**src/rtl/rsp_ring_pkg.sv**
```systemverilog
package rsp_ring_pkg;

  typedef enum logic [2:0] {
    SEL_BASE = 3'd0,
    SEL_WPTR = 3'd1,
    SEL_ICNT = 3'd2,
    SEL_CTRL = 3'd3,
    SEL_STAT = 3'd4,
    SEL_SIZE = 3'd5
  } rsp_sel_e;

  localparam int CTRL_IRQ_BIT  = 0;
  localparam int CTRL_DMA_BIT  = 1;
  localparam int STAT_RESP_BIT = 0;
  localparam int STAT_OVR_BIT  = 2;
  localparam int WPTR_CLR_BIT  = 15;
  localparam int EXT_UNSOL_BIT = 4;

  typedef struct packed {
    logic [31:0] ext;
    logic [31:0] data;
  } rsp_entry_t;

  // ring size encoding: 2, 16, 256 entries
  function automatic logic [7:0] size_code(input int ptr_w);
    case (ptr_w)
      1:       return 8'h00;
      4:       return 8'h01;
      8:       return 8'h02;
      default: return 8'hff;
    endcase
  endfunction

endpackage

```
**src/rtl/rsp_ring_regs.sv**
```systemverilog
module rsp_ring_regs
  import rsp_ring_pkg::*;
#(
  parameter int AW    = 32,
  parameter int PTR_W = 8
) (
  input  logic             clk_i,
  input  logic             rst_ni,
  input  logic             reg_we_i,
  input  logic [2:0]       reg_addr_i,
  input  logic [31:0]      reg_wdata_i,
  input  logic [PTR_W-1:0] wp_i,
  input  logic             resp_ev_i,
  input  logic             ovr_ev_i,
  output logic [31:0]      reg_rdata_o,
  output logic [AW-1:0]    base_o,
  output logic [PTR_W-1:0] icnt_o,
  output logic             dma_en_o,
  output logic             irq_en_o,
  output logic             stat_resp_o,
  output logic             stat_ovr_o,
  output logic             wp_clr_o,
  output logic             irq_o
);

  localparam logic [7:0] SIZE_CODE = size_code(PTR_W);

  rsp_sel_e sel;
  logic wr_base, wr_icnt, wr_ctrl, wr_stat, wr_wptr;

  logic [AW-1:0]    base_q;
  logic [PTR_W-1:0] icnt_q;
  logic             dma_en_q, irq_en_q;
  logic             stat_resp_q, stat_ovr_q;

  assign sel     = rsp_sel_e'(reg_addr_i);
  assign wr_base = reg_we_i && (sel == SEL_BASE);
  assign wr_wptr = reg_we_i && (sel == SEL_WPTR);
  assign wr_icnt = reg_we_i && (sel == SEL_ICNT);
  assign wr_ctrl = reg_we_i && (sel == SEL_CTRL);
  assign wr_stat = reg_we_i && (sel == SEL_STAT);

  always_ff @(posedge clk_i or negedge rst_ni) begin
    if (!rst_ni) begin
      base_q   <= '0;
      icnt_q   <= '0;
      dma_en_q <= 1'b0;
      irq_en_q <= 1'b0;
    end else begin
      if (wr_base) base_q <= reg_wdata_i[AW-1:0];
      if (wr_icnt) icnt_q <= reg_wdata_i[PTR_W-1:0];
      if (wr_ctrl) begin
        dma_en_q <= reg_wdata_i[CTRL_DMA_BIT];
        irq_en_q <= reg_wdata_i[CTRL_IRQ_BIT];
      end
    end
  end

  // set beats write-1-to-clear
  always_ff @(posedge clk_i or negedge rst_ni) begin
    if (!rst_ni) begin
      stat_resp_q <= 1'b0;
      stat_ovr_q  <= 1'b0;
    end else begin
      stat_resp_q <= resp_ev_i | (stat_resp_q & ~(wr_stat & reg_wdata_i[STAT_RESP_BIT]));
      stat_ovr_q  <= ovr_ev_i  | (stat_ovr_q  & ~(wr_stat & reg_wdata_i[STAT_OVR_BIT]));
    end
  end

  always_comb begin
    reg_rdata_o = '0;
    case (sel)
      SEL_BASE: reg_rdata_o = 32'(base_q);
      SEL_WPTR: reg_rdata_o = 32'(wp_i);
      SEL_ICNT: reg_rdata_o = 32'(icnt_q);
      SEL_CTRL: begin
        reg_rdata_o[CTRL_DMA_BIT] = dma_en_q;
        reg_rdata_o[CTRL_IRQ_BIT] = irq_en_q;
      end
      SEL_STAT: begin
        reg_rdata_o[STAT_RESP_BIT] = stat_resp_q;
        reg_rdata_o[STAT_OVR_BIT]  = stat_ovr_q;
      end
      SEL_SIZE: reg_rdata_o = 32'(SIZE_CODE);
      default:  reg_rdata_o = '0;
    endcase
  end

  assign wp_clr_o    = wr_wptr & reg_wdata_i[WPTR_CLR_BIT];
  assign base_o      = base_q;
  assign icnt_o      = icnt_q;
  assign dma_en_o    = dma_en_q;
  assign irq_en_o    = irq_en_q;
  assign stat_resp_o = stat_resp_q;
  assign stat_ovr_o  = stat_ovr_q;
  assign irq_o       = (stat_resp_q & irq_en_q) | stat_ovr_q;

endmodule

```
**src/rtl/rsp_ring_ptr.sv**
```systemverilog
module rsp_ring_ptr
  import rsp_ring_pkg::*;
#(
  parameter int AW    = 32,
  parameter int PTR_W = 8
) (
  input  logic             clk_i,
  input  logic             rst_ni,
  input  logic             clr_i,
  input  logic             req_i,
  input  logic [PTR_W-1:0] sw_rp_i,
  input  logic [AW-1:0]    base_i,
  input  rsp_entry_t       entry_i,
  output logic [PTR_W-1:0] wp_o,
  output logic             store_o,
  output logic             full_o,
  output logic             mem_we_o,
  output logic [AW-1:0]    mem_addr_o,
  output logic [63:0]      mem_wdata_o
);

  localparam int ENTRY_BYTES = $bits(rsp_entry_t) / 8;
  localparam int ENTRY_SHIFT = $clog2(ENTRY_BYTES);

  logic [PTR_W-1:0] wp_q, wp_nxt;
  logic             hit_rp;
  logic             mem_we_q;
  logic [AW-1:0]    mem_addr_q;
  rsp_entry_t       mem_data_q;

  assign wp_nxt  = wp_q + 1'b1;
  assign hit_rp  = (wp_nxt == sw_rp_i);
  assign store_o = req_i & ~clr_i & ~hit_rp;
  assign full_o  = req_i & ~clr_i &  hit_rp;

  always_ff @(posedge clk_i or negedge rst_ni) begin
    if (!rst_ni) begin
      wp_q <= '0;
    end else if (clr_i) begin
      wp_q <= '0;
    end else if (store_o) begin
      wp_q <= wp_nxt;
    end
  end

  always_ff @(posedge clk_i or negedge rst_ni) begin
    if (!rst_ni) begin
      mem_we_q   <= 1'b0;
      mem_addr_q <= '0;
      mem_data_q <= '0;
    end else begin
      mem_we_q <= store_o;
      if (store_o) begin
        mem_addr_q <= base_i + (AW'(wp_nxt) << ENTRY_SHIFT);
        mem_data_q <= entry_i;
      end
    end
  end

  assign wp_o        = wp_q;
  assign mem_we_o    = mem_we_q;
  assign mem_addr_o  = mem_addr_q;
  assign mem_wdata_o = mem_data_q;

endmodule

```
**src/rtl/rsp_ring_thresh.sv**
```systemverilog
module rsp_ring_thresh #(
  parameter int PTR_W = 8
) (
  input  logic             clk_i,
  input  logic             rst_ni,
  input  logic             clr_i,
  input  logic             tick_i,
  input  logic [PTR_W-1:0] limit_i,
  output logic             hit_o
);

  localparam int CW = PTR_W + 1;

  logic [CW-1:0] cnt_q, cnt_inc, limit_ext;

  // zero encodes the full ring size
  assign limit_ext = (limit_i == '0) ? {1'b1, {PTR_W{1'b0}}} : {1'b0, limit_i};
  assign cnt_inc   = cnt_q + 1'b1;
  // >= so a lowered limit fires on the next response
  assign hit_o     = tick_i & (cnt_inc >= limit_ext);

  always_ff @(posedge clk_i or negedge rst_ni) begin
    if (!rst_ni) begin
      cnt_q <= '0;
    end else if (clr_i) begin
      cnt_q <= '0;
    end else if (tick_i) begin
      cnt_q <= hit_o ? '0 : cnt_inc;
    end
  end

endmodule

```
**src/rtl/rsp_ring_writer.sv**
```systemverilog
module rsp_ring_writer
  import rsp_ring_pkg::*;
#(
  parameter int AW    = 32,
  parameter int PTR_W = 8
) (
  input  logic             clk_i,
  input  logic             rst_ni,
  input  logic             rsp_valid_i,
  input  logic [31:0]      rsp_data_i,
  input  logic [31:0]      rsp_ext_i,
  input  logic [PTR_W-1:0] sw_rp_i,
  input  logic             reg_we_i,
  input  logic [2:0]       reg_addr_i,
  input  logic [31:0]      reg_wdata_i,
  output logic [31:0]      reg_rdata_o,
  output logic             mem_we_o,
  output logic [AW-1:0]    mem_addr_o,
  output logic [63:0]      mem_wdata_o,
  output logic             irq_o
);

  logic [AW-1:0]    base;
  logic [PTR_W-1:0] icnt;
  logic [PTR_W-1:0] wp;
  logic             dma_en, irq_en;
  logic             stat_resp, stat_ovr;
  logic             wp_clr, store, full, thr_hit;
  rsp_entry_t       entry;

  assign entry.data = rsp_data_i;
  assign entry.ext  = rsp_ext_i;

  rsp_ring_regs #(.AW(AW), .PTR_W(PTR_W)) u_regs (
    .clk_i       (clk_i),
    .rst_ni      (rst_ni),
    .reg_we_i    (reg_we_i),
    .reg_addr_i  (reg_addr_i),
    .reg_wdata_i (reg_wdata_i),
    .wp_i        (wp),
    .resp_ev_i   (thr_hit),
    .ovr_ev_i    (full),
    .reg_rdata_o (reg_rdata_o),
    .base_o      (base),
    .icnt_o      (icnt),
    .dma_en_o    (dma_en),
    .irq_en_o    (irq_en),
    .stat_resp_o (stat_resp),
    .stat_ovr_o  (stat_ovr),
    .wp_clr_o    (wp_clr),
    .irq_o       (irq_o)
  );

  rsp_ring_ptr #(.AW(AW), .PTR_W(PTR_W)) u_ptr (
    .clk_i       (clk_i),
    .rst_ni      (rst_ni),
    .clr_i       (wp_clr),
    .req_i       (rsp_valid_i & dma_en),
    .sw_rp_i     (sw_rp_i),
    .base_i      (base),
    .entry_i     (entry),
    .wp_o        (wp),
    .store_o     (store),
    .full_o      (full),
    .mem_we_o    (mem_we_o),
    .mem_addr_o  (mem_addr_o),
    .mem_wdata_o (mem_wdata_o)
  );

  rsp_ring_thresh #(.PTR_W(PTR_W)) u_thresh (
    .clk_i   (clk_i),
    .rst_ni  (rst_ni),
    .clr_i   (wp_clr),
    .tick_i  (store),
    .limit_i (icnt),
    .hit_o   (thr_hit)
  );

endmodule

```
**config.mk**
```make
export PLATFORM = sky130hd
export DESIGN_NAME = rsp_ring_writer
export DESIGN_NICKNAME = d
export VERILOG_FILES = /design/src/rtl/rsp_ring_pkg.sv /design/src/rtl/rsp_ring_regs.sv /design/src/rtl/rsp_ring_ptr.sv /design/src/rtl/rsp_ring_thresh.sv /design/src/rtl/rsp_ring_writer.sv
export SDC_FILE = /design/constraint.sdc
export NUM_CORES = 1
export LEC_CHECK = 0
export BUFFER_PORTS_ARGS = -buffer_cell sky130_fd_sc_hd__buf_2
export CAP_MARGIN = 25
export CORE_AREA = 2 2 243 125
export DETAILED_ROUTE_END_ITERATION = 8
export DIE_AREA = 0 0 245 127
export GPL_TIMING_DRIVEN = 0
export PLACE_DENSITY = 0.56
export SYNTH_ARGS = -nofsm -noshare
export SYNTH_HDL_FRONTEND = slang
export SYNTH_HIERARCHICAL = 1
export SYNTH_SLANG_ARGS = --single-unit
```
**constraint.sdc**
```tcl
create_clock -name clk_i -period 3.6 [get_ports clk_i]
set_clock_uncertainty 0.05 [all_clocks]
set_input_delay 0.18 -clock clk_i [delete_from_list [all_inputs] [get_ports clk_i]]
set_output_delay 0.18 -clock clk_i [all_outputs]
set_load 0.02 [all_outputs]
```
* Word level (Yosys, flattened, before mapping) *
Index checks and enable logic that the tools add are counted.

storage, ports and cells
  input bits = 111
  register bits after elaboration = 158
  output and inout bits = 130
  word-level logic and storage cells = 58

cells by class
  $add $sub $neg = 3
  mux-type cells = 10
  eq/ne operators = 6
  bitwise gates (word level) = 18
  $lt $le $gt $ge = 1
  reduce and logical (&&, ||, !) cells = 8

operators with widths
  kind                                                  number
  one-hot mux 29 bit (3 select lines)                   1
  2-to-1 mux 9 bit                                      4
  adder 32 x 11 -> 32 bit                               1
  2-to-1 mux 8 bit                                      2
  bitwise AND 1 bit                                     11
  one-hot mux 1 bit (5 select lines)                    2
  adder 9 x 1 -> 9 bit (second input constant)          1
  >= comparator 9 bit                                   1
  adder 8 x 1 -> 8 bit (second input constant)          1
  equality test 8 bit                                   1
  logical NOT 8 bit                                     1
  equality test 3 x 2 -> 1 bit (second input constant)  2
  equality test 3 bit (second input constant)           2
  logical AND 1 bit                                     5
  inverter 1 bit                                        4
  one-hot mux 1 bit (4 select lines)                    1
  equality test 3 x 1 -> 1 bit (second input constant)  1
  logical NOT 3 bit                                     1
  bitwise OR 1 bit                                      3
  nonzero test 2 bit                                    1

* Longest topological paths before layout *
Gate-level depths: netlist of run 1.

  depth after elaboration = 10
  mapped depth = 15

* Hierarchy *
The synthesis of run 1 kept the hierarchy.

modules (own cells, without submodules)
  module           times used  area each (sq um)  cells each
  rsp_ring_ptr     1           5382.7             429
  rsp_ring_regs    1           2299.7             172
  rsp_ring_thresh  1           879.6              101
  rsp_ring_writer  1           6.3                1

* Worst setup path before layout of run 1 *
Ideal clock, no wire load.

  path type = register to register
  from = register u_ptr.wp_q[0] (netlist: u_ptr/wp_o[0])
  to = register u_thresh.cnt_q[5]
  arrival time = 3.026 ns
  stages on the path, launching flop included = 16
  slack = 0.375 ns
  clock period less this slack = 3.225 ns
  library setup time = 0.149 ns
  cell sequence = dfrtp_1 -> ha_1 -> buf_2 -> xor3_1 -> a2111oi_2 -> o211ai_1 -> nor4_2 -> buf_4 -> a21oi_4 -> buf_6 -> buf_6 -> inv_1 -> clkbuf_1 -> nor2_1 -> o21ai_0 -> o31ai_1

on the way
  cells in the longest elaborated chain, start to end = 8
  elaborated cells between the ends (all ways) = 9

ends and longest elaborated chain
  element                   line                   RTL
  start, declared           rsp_ring_ptr.sv:25     logic [PTR_W-1:0] wp_q, wp_nxt;
  start signal, assigned    rsp_ring_ptr.sv:42     wp_q <= wp_nxt;
  adder 8 x 1 -> 8 bit (*)  rsp_ring_ptr.sv:31     assign wp_nxt = wp_q + 1'b1;
  equality test 8 bit (*)   rsp_ring_ptr.sv:32     assign hit_rp = (wp_nxt == sw_rp_i);
  inverter 1 bit (*)        rsp_ring_ptr.sv:33     assign store_o = req_i & ~clr_i & ~hit_rp;
  bitwise AND 1 bit (*)     rsp_ring_ptr.sv:33
  net store                 rsp_ring_writer.sv:28  logic wp_clr, store, full, thr_hit;
  bitwise AND 1 bit         rsp_ring_thresh.sv:20  assign hit_o = tick_i & (cnt_inc >= limit_ext);
  2-to-1 mux 9 bit          rsp_ring_thresh.sv:28  cnt_q <= hit_o ? '0 : cnt_inc;
  2-to-1 mux 9 bit          rsp_ring_thresh.sv:27  end else if (tick_i) begin
  2-to-1 mux 9 bit          rsp_ring_thresh.sv:25  end else if (clr_i) begin
  end signal, assigned      rsp_ring_thresh.sv:28
  end, declared             rsp_ring_thresh.sv:14  logic [CW-1:0] cnt_q, cnt_inc, limit_ext;

The timed path passes the listed nets; every way through them passes the cells marked *. The select of a mux whose other input is x is not followed.
A chain may end at the register's enable or synchronous reset.

* Final worst setup path of run 1 *
  from = register u_ptr.wp_q[1] (netlist: u_ptr/wp_o[1])
  to = register u_ptr.mem_addr_q[17] (netlist: u_ptr/mem_addr_o[17])

on the way
  cells in the longest elaborated chain, start to end = 4
  elaborated cells between the ends (all ways) = 5

ends and longest elaborated chain
  element                                                          line                RTL
  adder 8 x 1 -> 8 bit (*)                                         rsp_ring_ptr.sv:31
  branches (longest 3 deep; another with adder 32 x 11 -> 32 bit)  -
  end signal, assigned                                             rsp_ring_ptr.sv:54  mem_addr_q <= base_i + (AW'(wp_nxt) << ENTRY_SHIFT);
  end, declared                                                    rsp_ring_ptr.sv:28  logic [AW-1:0] mem_addr_q;

Mark *: on every way between the ends.

==> flow_results.xml, run 1 <==
<?xml version="1.0" encoding="UTF-8"?>
<metrics>
  <group name="die">
    <metric name="die_w" unit="µm">245</metric>
    <metric name="chipHeight" unit="µm">127</metric>
    <metric name="floorplan.io_pins" unit="">241</metric>
    <metric name="dieArea" unit="mm²">0.03112</metric>
    <metric name="starting_utilization_of_the_core_area" unit="%">29.76</metric>
    <metric name="floorplan.rows" unit="">44</metric>
    <metric name="placeableCoreArea" unit="mm²">0.02879</metric>
  </group>
  <group name="placed_design">
    <metric name="hpwlAfterDp" unit="mm">18.12</metric>
    <metric name="port-buffer-count" unit="">237</metric>
    <metric name="placed_area" unit="mm²">0.01028</metric>
    <metric name="finalWeightedCongestion" unit="">0.7782</metric>
  </group>
  <group name="clock_network">
    <metric name="clk-insertion-delay-late" unit="ns">0.44</metric>
    <metric name="clock_tree.root_cell" unit="">clkbuf_16</metric>
    <metric name="cts_made_buffers" unit="">17</metric>
    <metric name="clkTransAtPathRegs" unit="ns">0.06</metric>
    <metric name="clock_sink_count" unit="">158</metric>
    <metric name="worst_case_clock_buffer_depth" unit="">2</metric>
    <metric name="cts.htree.levels" unit="">4</metric>
    <metric name="cts_tree" unit="">yes</metric>
  </group>
  <group name="global_route">
    <metric name="grt_util_all_layers" unit="%">16.44</metric>
    <metric name="wire_length_of_the_first_global_routing_pass" unit="mm">39.84</metric>
    <metric name="antenna_violations_before_repair" unit="">0</metric>
    <metric name="pin_count_of_the_biggest_net_entering_global_routing" unit="">94</metric>
    <metric name="globalRoute.totalOverflow" unit="">0</metric>
    <metric name="first_global_vias" unit="">7209</metric>
  </group>
  <group name="detailed_routing">
    <metric name="post-route-drc-count" unit="">0</metric>
    <metric name="ant_nets" unit="">0</metric>
    <metric name="avgViaCountPerCell" unit="">4.664</metric>
    <metric name="wl_per_cell" unit="µm">17.30</metric>
    <metric name="routed-via-count" unit="">6819</metric>
    <metric name="route.final.wire_length" unit="mm">25.29</metric>
    <metric name="drt_iter0_markers" unit="">352</metric>
    <metric name="detail_route.first_pass.iterations" unit="">4</metric>
  </group>
  <group name="yosys">
    <metric name="synthArstFlopShare" unit="%">100.0</metric>
    <metric name="ys_seq_area_share" unit="%">46.14</metric>
    <metric name="synth_edf_count" unit="">0</metric>
    <metric name="post-synth-top-area-cell" unit="">dfrtp_1</metric>
    <metric name="synthesis.nets" unit="">834</metric>
    <metric name="synth_area_per_cell" unit="µm²">12.19</metric>
    <metric name="syn_area" unit="mm²">0.008568</metric>
    <metric name="syn_inst" unit="">703</metric>
    <metric name="netlist-cell-type-count" unit="">67</metric>
    <metric name="post_synth_main_area_contributors" unit="">dfrtp_1 46%, mux2_2 11%, mux2_4 10%, xnor2_1 3.6%, ha_1 2.8%</metric>
    <metric name="yosysWarningCount" unit="">6</metric>
    <metric name="synth.ff_latch_count" unit="">158</metric>
    <metric name="synth_ff_type" unit="">dfrtp_1</metric>
    <metric name="synth_largest_type_area_fraction" unit="%">46.14</metric>
  </group>
  <group name="pwr">
    <metric name="comb_power_share" unit="%">41.4</metric>
    <metric name="leakagePower" unit="nW">5.561</metric>
    <metric name="seq_power_share" unit="%">35.6</metric>
    <metric name="internal-power" unit="mW">4.953</metric>
    <metric name="clockPowerShare" unit="%">23.0</metric>
    <metric name="swShare" unit="%">37.73</metric>
    <metric name="vdd_drop_max" unit="mV">0.2544</metric>
    <metric name="report.power.total" unit="mW">7.954</metric>
    <metric name="power_density" unit="mW/mm²">669.1</metric>
    <metric name="power_switching" unit="mW">3.001</metric>
  </group>
  <group name="timing">
    <metric name="rsz0062_at_grt" unit="">false</metric>
    <metric name="fmax" unit="MHz">298.1</metric>
    <metric name="final.hold.worst_slack" unit="ns">0.03276</metric>
    <metric name="setup_viol" unit="">0</metric>
    <metric name="timing_hold_violations_final" unit="">0</metric>
    <metric name="post-route-period-util" unit="%">93.17</metric>
    <metric name="worst_slew_margin_rel" unit="%">40.60</metric>
    <metric name="maxSlewViolCount" unit="">0</metric>
    <metric name="finalCriticalPeriod" unit="ns">3.354</metric>
    <metric name="max_slew.worst_pin.slew" unit="ns">0.8895</metric>
  </group>
  <group name="worst_setup_path">
    <metric name="timing.critical_path.from_type" unit="">flip-flop</metric>
    <metric name="crit_arrival" unit="ns">3.63</metric>
    <metric name="endpoint_kind" unit="">flip-flop</metric>
    <metric name="cp_slowest_stage_delay" unit="ns">0.48</metric>
    <metric name="crit_path_max_fanout" unit="">10</metric>
    <metric name="worstReg2RegEnd" unit="">u_ptr/mem_addr_o[17]$_DFFE_PN0P_</metric>
    <metric name="r2r_start" unit="">u_ptr/wp_o[1]$_DFFE_PN0P_</metric>
    <metric name="crit_path_top_delay_cell" unit="">dfrtp_1</metric>
    <metric name="r2r_cells" unit="">12</metric>
    <metric name="timing.critical_path.required" unit="ns">3.87</metric>
    <metric name="path_cells" unit="">ha_1, buf_2, nand3_1, xnor2_1, ha_1, nand2_1, a21oi_1, o31a_1, clkbuf_1, o21ai_0, xnor2_1, mux2_2</metric>
    <metric name="worst-r2r-setup-slack" unit="ns">0.25</metric>
    <metric name="timing_worst_setup_path_type" unit="">reg2reg</metric>
  </group>
  <group name="cells_and_area">
    <metric name="drive_gt1_share" unit="%">43.60</metric>
    <metric name="layout.area.seq" unit="mm²">0.003955</metric>
    <metric name="filler_cell_count" unit="">2737</metric>
    <metric name="post-route-util" unit="%">41.29</metric>
    <metric name="insertedDiodeCount" unit="">0</metric>
    <metric name="finalInstanceArea" unit="mm²">0.01189</metric>
    <metric name="multiInputGateArea" unit="mm²">0.004282</metric>
    <metric name="finish.net_count" unit="">1189</metric>
    <metric name="area_delta_synth_final" unit="%">38.74</metric>
  </group>
  <group name="worst_hold_path">
    <metric name="min-delay-start" unit="">reg_we_i</metric>
    <metric name="timing.hold.worst_endpoint" unit="">u_regs/stat_ovr_o$_DFF_PN0_</metric>
    <metric name="hold_class" unit="">in2reg</metric>
    <metric name="hold-path-cell-count" unit="">3</metric>
  </group>
  <group name="outcome">
    <metric name="outcome" unit="">finished clean</metric>
  </group>
  <group name="flow_run">
    <metric name="maxCapViolations" unit="">0</metric>
  </group>
</metrics>
what timing repair did:
action | CTS | global route
buffers inserted | 1 | 1
resized for setup | 5 | 4
pin swaps | 0 | 2
hold endpoints to repair | 171 | 0
endpoints found under the setup margin | 19 | 16
hold buffers | 97 | 0
kinds of logic (layout without fill, tap and decap cells):
group	Yosys count	in the layout	share of synthesized area [%]
simple gates	177	177	11.70
fa+ha+maj	20	20	3.008
flops	158	158	46.14
mux	157	157	23.04
buf+inv	62	430	4.147
xor+xnor	44	44	4.833
compound gates	85	85	7.126
final cells by class:
cell class,count,area share [%]
Timing Repair Buffer,338,18.65
Tap cell,391,4.115
Sequential cell,158,33.27
Inverter,19,0.5999
Clock inverter,13,1.179
Multi-Input combinational cell,483,36.02
Buffer,41,2.358
Clock buffer,19,3.810
sequential cells by signal, indices dropped and copies added (netlist names), 8 cells and up:
name / cells
u_ptr/mem_addr_o: 32
u_ptr/mem_wdata_o: 64
u_ptr/wp_o: 8
u_regs/base_o: 32
u_regs/icnt_o: 8
u_thresh/cnt_q: 9
synth_stat cells, types with 3 or more instances:
| cell type | count |
|---|---|
| nor3_1 | 5 |
| mux2i_1 | 18 |
| buf_2 | 11 |
| o21a_1 | 3 |
| xnor2_1 | 35 |
| a21o_1 | 9 |
| o31ai_1 | 8 |
| a21oi_1 | 22 |
| dfrtp_1 | 158 |
| clkbuf_1 | 17 |
| a211oi_1 | 3 |
| and4_1 | 3 |
| mux2_4 | 58 |
| buf_6 | 8 |
| nor2b_1 | 3 |
| inv_1 | 19 |
| nand3_1 | 15 |
| o211ai_1 | 10 |
| nand2b_1 | 5 |
| xor2_1 | 7 |
| nand4_1 | 9 |
| buf_4 | 4 |
| o21ai_0 | 10 |
| nand3b_1 | 10 |
| or3_1 | 3 |
| and3_1 | 11 |
| and2_1 | 26 |
| or2_2 | 8 |
| mux2_2 | 80 |
| buf_8 | 3 |
| ha_1 | 19 |
| nand2_1 | 41 |
| nor2_1 | 17 |
| nor4_1 | 5 |
worst max path at each step:
stage	from	endpoint	slack [ns]	cells past startpoint
floorplan	u_ptr/wp_o[0]$_DFFE_PN0P_	u_thresh/cnt_q[5]$_DFFE_PN0P_	0.37	15
global placement	u_ptr/wp_o[0]$_DFFE_PN0P_	u_thresh/cnt_q[5]$_DFFE_PN0P_	-0.32	15
detailed placement	u_ptr/wp_o[0]$_DFFE_PN0P_	u_thresh/cnt_q[5]$_DFFE_PN0P_	-0.36	15
CTS	u_ptr/wp_o[2]$_DFFE_PN0P_	u_thresh/cnt_q[6]$_DFFE_PN0P_	0.05	13
global route	u_ptr/wp_o[0]$_DFFE_PN0P_	u_thresh/cnt_q[5]$_DFFE_PN0P_	0.03	15
finish	u_ptr/wp_o[1]$_DFFE_PN0P_	u_ptr/mem_addr_o[17]$_DFFE_PN0P_	0.25	12
cell usage in the layout (no fill, tap or decap), types with 4 or more instances in the layout:
cell / netlist / final
buf_4: 4 / 8
dlygate4sd3_1: 0 / 97
ha_1: 19 / 19
clkbuf_16: 0 / 17
nand4_1: 9 / 9
or2_2: 8 / 8
nand2b_1: 5 / 5
nand2_1: 41 / 41
buf_2: 11 / 247
nor2_1: 17 / 17
clkbuf_1: 17 / 14
a21o_1: 9 / 9
and2_1: 26 / 26
xor2_1: 7 / 7
xnor2_1: 35 / 35
mux2_2: 80 / 80
o31ai_1: 8 / 7
buf_8: 3 / 4
nand3_1: 15 / 14
a21oi_1: 22 / 22
inv_1: 19 / 19
mux2_4: 58 / 58
mux2i_1: 18 / 18
clkinvlp_4: 0 / 4
dfrtp_1: 158 / 157
and3_1: 11 / 11
nand3b_1: 10 / 10
o21ai_0: 10 / 10
buf_6: 8 / 8
nor3_1: 5 / 4
nor4_1: 5 / 5
o211ai_1: 10 / 10
stage by stage:
| step | setup WS (ns) | cells | setup TNS [ns] |
|---|---|---|---|
| 2_1_floorplan | 0.3748 | 703 | 0 |
| 3_3_place_gp | -0.3185 | 1331 | -34.37 |
| 3_5_place_dp | -0.3605 | 1332 | -3.567 |
| 4_1_cts | 0.04835 | 1461 | 0 |
| 5_1_grt | 0.03235 | 1462 | 0 |
| 6_report | 0.2460 | 1462 | 0 |
metal layers:
layer | wire, µm | share of wire [%] | track usage, %
met1 | 10950 | 43 | 20.28
met4 | 377 | 1.5 | 4.699
met2 | 13210 | 52 | 29.08
met5 | 0 | 0 | 0
met3 | 763 | 3.0 | 3.508
critical path: cells and delay by family (launching register included):
kind / cells / cell delay (ns)
adder cells (fa/ha/maj): 2 / 0.56
AO/OA/AOI/OAI: 3 / 0.56
XOR/XNOR: 2 / 0.38
buffers and inverters: 2 / 0.64
AND/OR/NAND/NOR: 2 / 0.31
multiplexers: 1 / 0.26
flip-flops: 1 / 0.48
power by group through the flow:
| stage | clock network [mW] | registers (mW) | logic, mW |
|---|---|---|---|
| 6_report | 1.83 | 2.83 | 3.29 |
| 5_1_grt | 1.97 | 2.93 | 3.54 |
| 4_1_cts | 1.88 | 2.83 | 3.30 |
| 3_5_place_dp | 0 | 2.86 | 3.20 |
| 3_3_place_gp | 0 | 2.83 | 3.15 |
| 2_1_floorplan | 0 | 3.31 | 1.64 |
(Power assumes the default switching activity.)
==> run 2, diff against run 1 <==
REMOVE_ABC_BUFFERS = 1   (was not set)
==> flow_results.xml, run 2 (synthesis gave the netlist of run 1 again) <==
<?xml version="1.0" encoding="UTF-8"?>
<metrics>
  <group name="outcome">
    <metric name="outcome" unit="">finished clean</metric>
  </group>
  <group name="worst_setup_path">
    <metric name="worstReg2RegEnd" unit="">u_ptr/mem_wdata_o[22]$_DFFE_PN0P_</metric>
    <metric name="path_cells" unit="">ha_4, xor3_1, a2111oi_2, o211ai_1, nor4_4, buf_4, a21oi_4, buf_12, buf_12, buf_16, buf_16, mux2_4</metric>
    <metric name="cp_slowest_stage_delay" unit="ns">0.55</metric>
    <metric name="endpoint_kind" unit="">flip-flop</metric>
    <metric name="crit_path_top_delay_cell" unit="">dfrtp_1</metric>
    <metric name="r2r_start" unit="">u_ptr/wp_o[0]$_DFFE_PN0P_</metric>
    <metric name="crit_path_max_fanout" unit="">22</metric>
    <metric name="timing.critical_path.required" unit="ns">3.87</metric>
    <metric name="worst-r2r-setup-slack" unit="ns">0.17</metric>
    <metric name="timing.critical_path.from_type" unit="">flip-flop</metric>
    <metric name="r2r_cells" unit="">12</metric>
    <metric name="timing_worst_setup_path_type" unit="">reg2reg</metric>
    <metric name="crit_arrival" unit="ns">3.69</metric>
  </group>
  <group name="die">
    <metric name="starting_utilization_of_the_core_area" unit="%">29.76</metric>
    <metric name="chipHeight" unit="µm">127</metric>
    <metric name="placeableCoreArea" unit="mm²">0.02879</metric>
    <metric name="die_w" unit="µm">245</metric>
    <metric name="dieArea" unit="mm²">0.03112</metric>
    <metric name="floorplan.rows" unit="">44</metric>
    <metric name="floorplan.io_pins" unit="">241</metric>
  </group>
  <group name="cells_and_area">
    <metric name="final_cell_count_without_fillers" unit="">1431</metric>
    <metric name="mostFrequentLayoutCell" unit="">buf_2</metric>
    <metric name="finalInstanceArea" unit="mm²">0.01182</metric>
    <metric name="area_delta_synth_final" unit="%">37.91</metric>
    <metric name="drive_gt1_share" unit="%">43.41</metric>
    <metric name="finish.net_count" unit="">1157</metric>
    <metric name="most-common-layout-cells" unit="">239 x buf_2, 157 x dfrtp_1, 97 x dlygate4sd3_1</metric>
    <metric name="number_of_flip_flops_under_the_largest_register_name" unit="">64</metric>
  </group>
  <group name="pwr">
    <metric name="clockPowerShare" unit="%">24.4</metric>
    <metric name="swShare" unit="%">36.98</metric>
    <metric name="comb_power_share" unit="%">39.9</metric>
    <metric name="leakagePower" unit="nW">5.475</metric>
    <metric name="vdd_drop_max" unit="mV">0.2759</metric>
    <metric name="internal-power" unit="mW">5.067</metric>
    <metric name="power_density" unit="mW/mm²">680.5</metric>
    <metric name="power_switching" unit="mW">2.974</metric>
    <metric name="seq_power_share" unit="%">35.7</metric>
  </group>
  <group name="placed_design">
    <metric name="placed_area" unit="mm²">0.01016</metric>
    <metric name="port-buffer-count" unit="">240</metric>
    <metric name="finalWeightedCongestion" unit="">0.8245</metric>
    <metric name="hpwlAfterDp" unit="mm">17.11</metric>
    <metric name="placed_cells" unit="">1299</metric>
  </group>
  <group name="timing">
    <metric name="max_slew.worst_pin.slew" unit="ns">0.8183</metric>
    <metric name="setup_viol" unit="">0</metric>
    <metric name="post-route-period-util" unit="%">95.16</metric>
    <metric name="worst_slew_margin_rel" unit="%">45.36</metric>
    <metric name="final.hold.worst_slack" unit="ns">0.04876</metric>
    <metric name="finalCriticalPeriod" unit="ns">3.426</metric>
    <metric name="timing_hold_violations_final" unit="">0</metric>
    <metric name="fmax" unit="MHz">291.9</metric>
    <metric name="setup-tns-final" unit="ns">0</metric>
    <metric name="maxSlewViolCount" unit="">0</metric>
    <metric name="rsz0062_at_grt" unit="">false</metric>
  </group>
  <group name="worst_hold_path">
    <metric name="min-delay-start" unit="">reg_we_i</metric>
    <metric name="hold_class" unit="">in2reg</metric>
    <metric name="timing.hold.worst_endpoint" unit="">u_regs/stat_resp_o$_DFF_PN0_</metric>
    <metric name="hold-path-cell-count" unit="">3</metric>
  </group>
  <group name="global_route">
    <metric name="globalRoute.totalOverflow" unit="">0</metric>
    <metric name="grt_util_all_layers" unit="%">15.44</metric>
    <metric name="first_global_vias" unit="">6833</metric>
    <metric name="pin_count_of_the_biggest_net_entering_global_routing" unit="">101</metric>
    <metric name="wire_length_of_the_first_global_routing_pass" unit="mm">37.49</metric>
    <metric name="antenna_violations_before_repair" unit="">0</metric>
  </group>
  <group name="detailed_routing">
    <metric name="detail_route.first_pass.iterations" unit="">4</metric>
    <metric name="wl_per_cell" unit="µm">16.77</metric>
    <metric name="avgViaCountPerCell" unit="">4.614</metric>
    <metric name="post-route-drc-count" unit="">0</metric>
    <metric name="drt_iter0_markers" unit="">334</metric>
    <metric name="ant_nets" unit="">0</metric>
    <metric name="routed-via-count" unit="">6602</metric>
    <metric name="route.final.wire_length" unit="mm">24.00</metric>
  </group>
  <group name="clock_network">
    <metric name="clock_sink_count" unit="">158</metric>
    <metric name="cts_made_buffers" unit="">17</metric>
    <metric name="clock_tree.root_cell" unit="">clkbuf_16</metric>
    <metric name="cts_tree" unit="">yes</metric>
    <metric name="clk-insertion-delay-late" unit="ns">0.43</metric>
    <metric name="cts.htree.levels" unit="">4</metric>
    <metric name="worst_case_clock_buffer_depth" unit="">2</metric>
    <metric name="clkTransAtPathRegs" unit="ns">0.07</metric>
  </group>
  <group name="flow_run">
    <metric name="maxCapViolations" unit="">0</metric>
  </group>
</metrics>
-- run 2: through the flow --
step                      utilization, %  power (mW)  setup WS [ns]
after global placement             34.64       5.905         -3.293
after global routing               41.03       8.525        0.03312
after CTS                          40.97       8.119        0.07183
after detailed placement           35.29       6.002        -0.5286
after floorplan                        -       4.895         -1.496
final                              41.04       8.041         0.1741
-- run 2: worst max-delay path by stage --
stage,from,to,slack (ns),cells past startpoint
floorplan,u_ptr/wp_o[2]$_DFFE_PN0P_,u_thresh/cnt_q[6]$_DFFE_PN0P_,-1.50,9
global placement,u_ptr/wp_o[2]$_DFFE_PN0P_,u_thresh/cnt_q[6]$_DFFE_PN0P_,-3.29,9
detailed placement,u_ptr/wp_o[0]$_DFFE_PN0P_,u_ptr/mem_wdata_o[22]$_DFFE_PN0P_,-0.53,11
CTS,u_ptr/wp_o[0]$_DFFE_PN0P_,u_ptr/mem_wdata_o[22]$_DFFE_PN0P_,0.07,12
global route,u_ptr/wp_o[0]$_DFFE_PN0P_,u_thresh/cnt_q[6]$_DFFE_PN0P_,0.03,11
finish,u_ptr/wp_o[0]$_DFFE_PN0P_,u_ptr/mem_wdata_o[22]$_DFFE_PN0P_,0.17,12
-- run 2: what timing repair did --
item,4_1_cts,5_1_grt
buffers inserted,2,0
endpoints found under the setup margin,94,32
cloned,0,0
resized for setup,5,3
pin swaps,1,0
hold buffers,97,0
endpoints found under the hold margin,164,0
-- run 2: power by group through the flow --
stage	combinational (mW)	sequential [mW]	clock, mW
2_1_floorplan	1.55	3.34	0
3_3_place_gp	3.04	2.86	0
3_5_place_dp	3.11	2.89	0
4_1_cts	3.21	2.87	2.04
5_1_grt	3.45	2.97	2.11
6_report	3.21	2.87	1.96
-- run 2: final cells by class --
cell class | count | area [µm²]
well taps | 391 | 489.2
diodes | 1 | 2.502
clock buffers | 17 | 425.4
repair buffers | 347 | 2366
multi-input cells | 483 | 4298
inverters | 19 | 71.32
flip-flops and latches | 158 | 3955
clock inverters | 15 | 209.0
fillers | 2772 | 16980
-- run 2: critical path, delay by kind of cell, from the launching register on --
family                   cells  cell delay [ns]
buffers and inverters        5             0.87
AO/OA/AOI/OAI                3             0.64
flip-flops                   1             0.55
XOR/XNOR                     1             0.33
multiplexers                 1             0.30
AND/OR/NAND/NOR              1             0.27
adder cells (fa/ha/maj)      1             0.26
-- run 2: per-layer routing --
layer	vias up	share of wire, %	track usage (%)
li1	3150	-	-
met1	3329	43	18.53
met2	90	53	27.46
met3	33	2.4	2.920
met4	0	2.3	6.169
met5	-	0	0
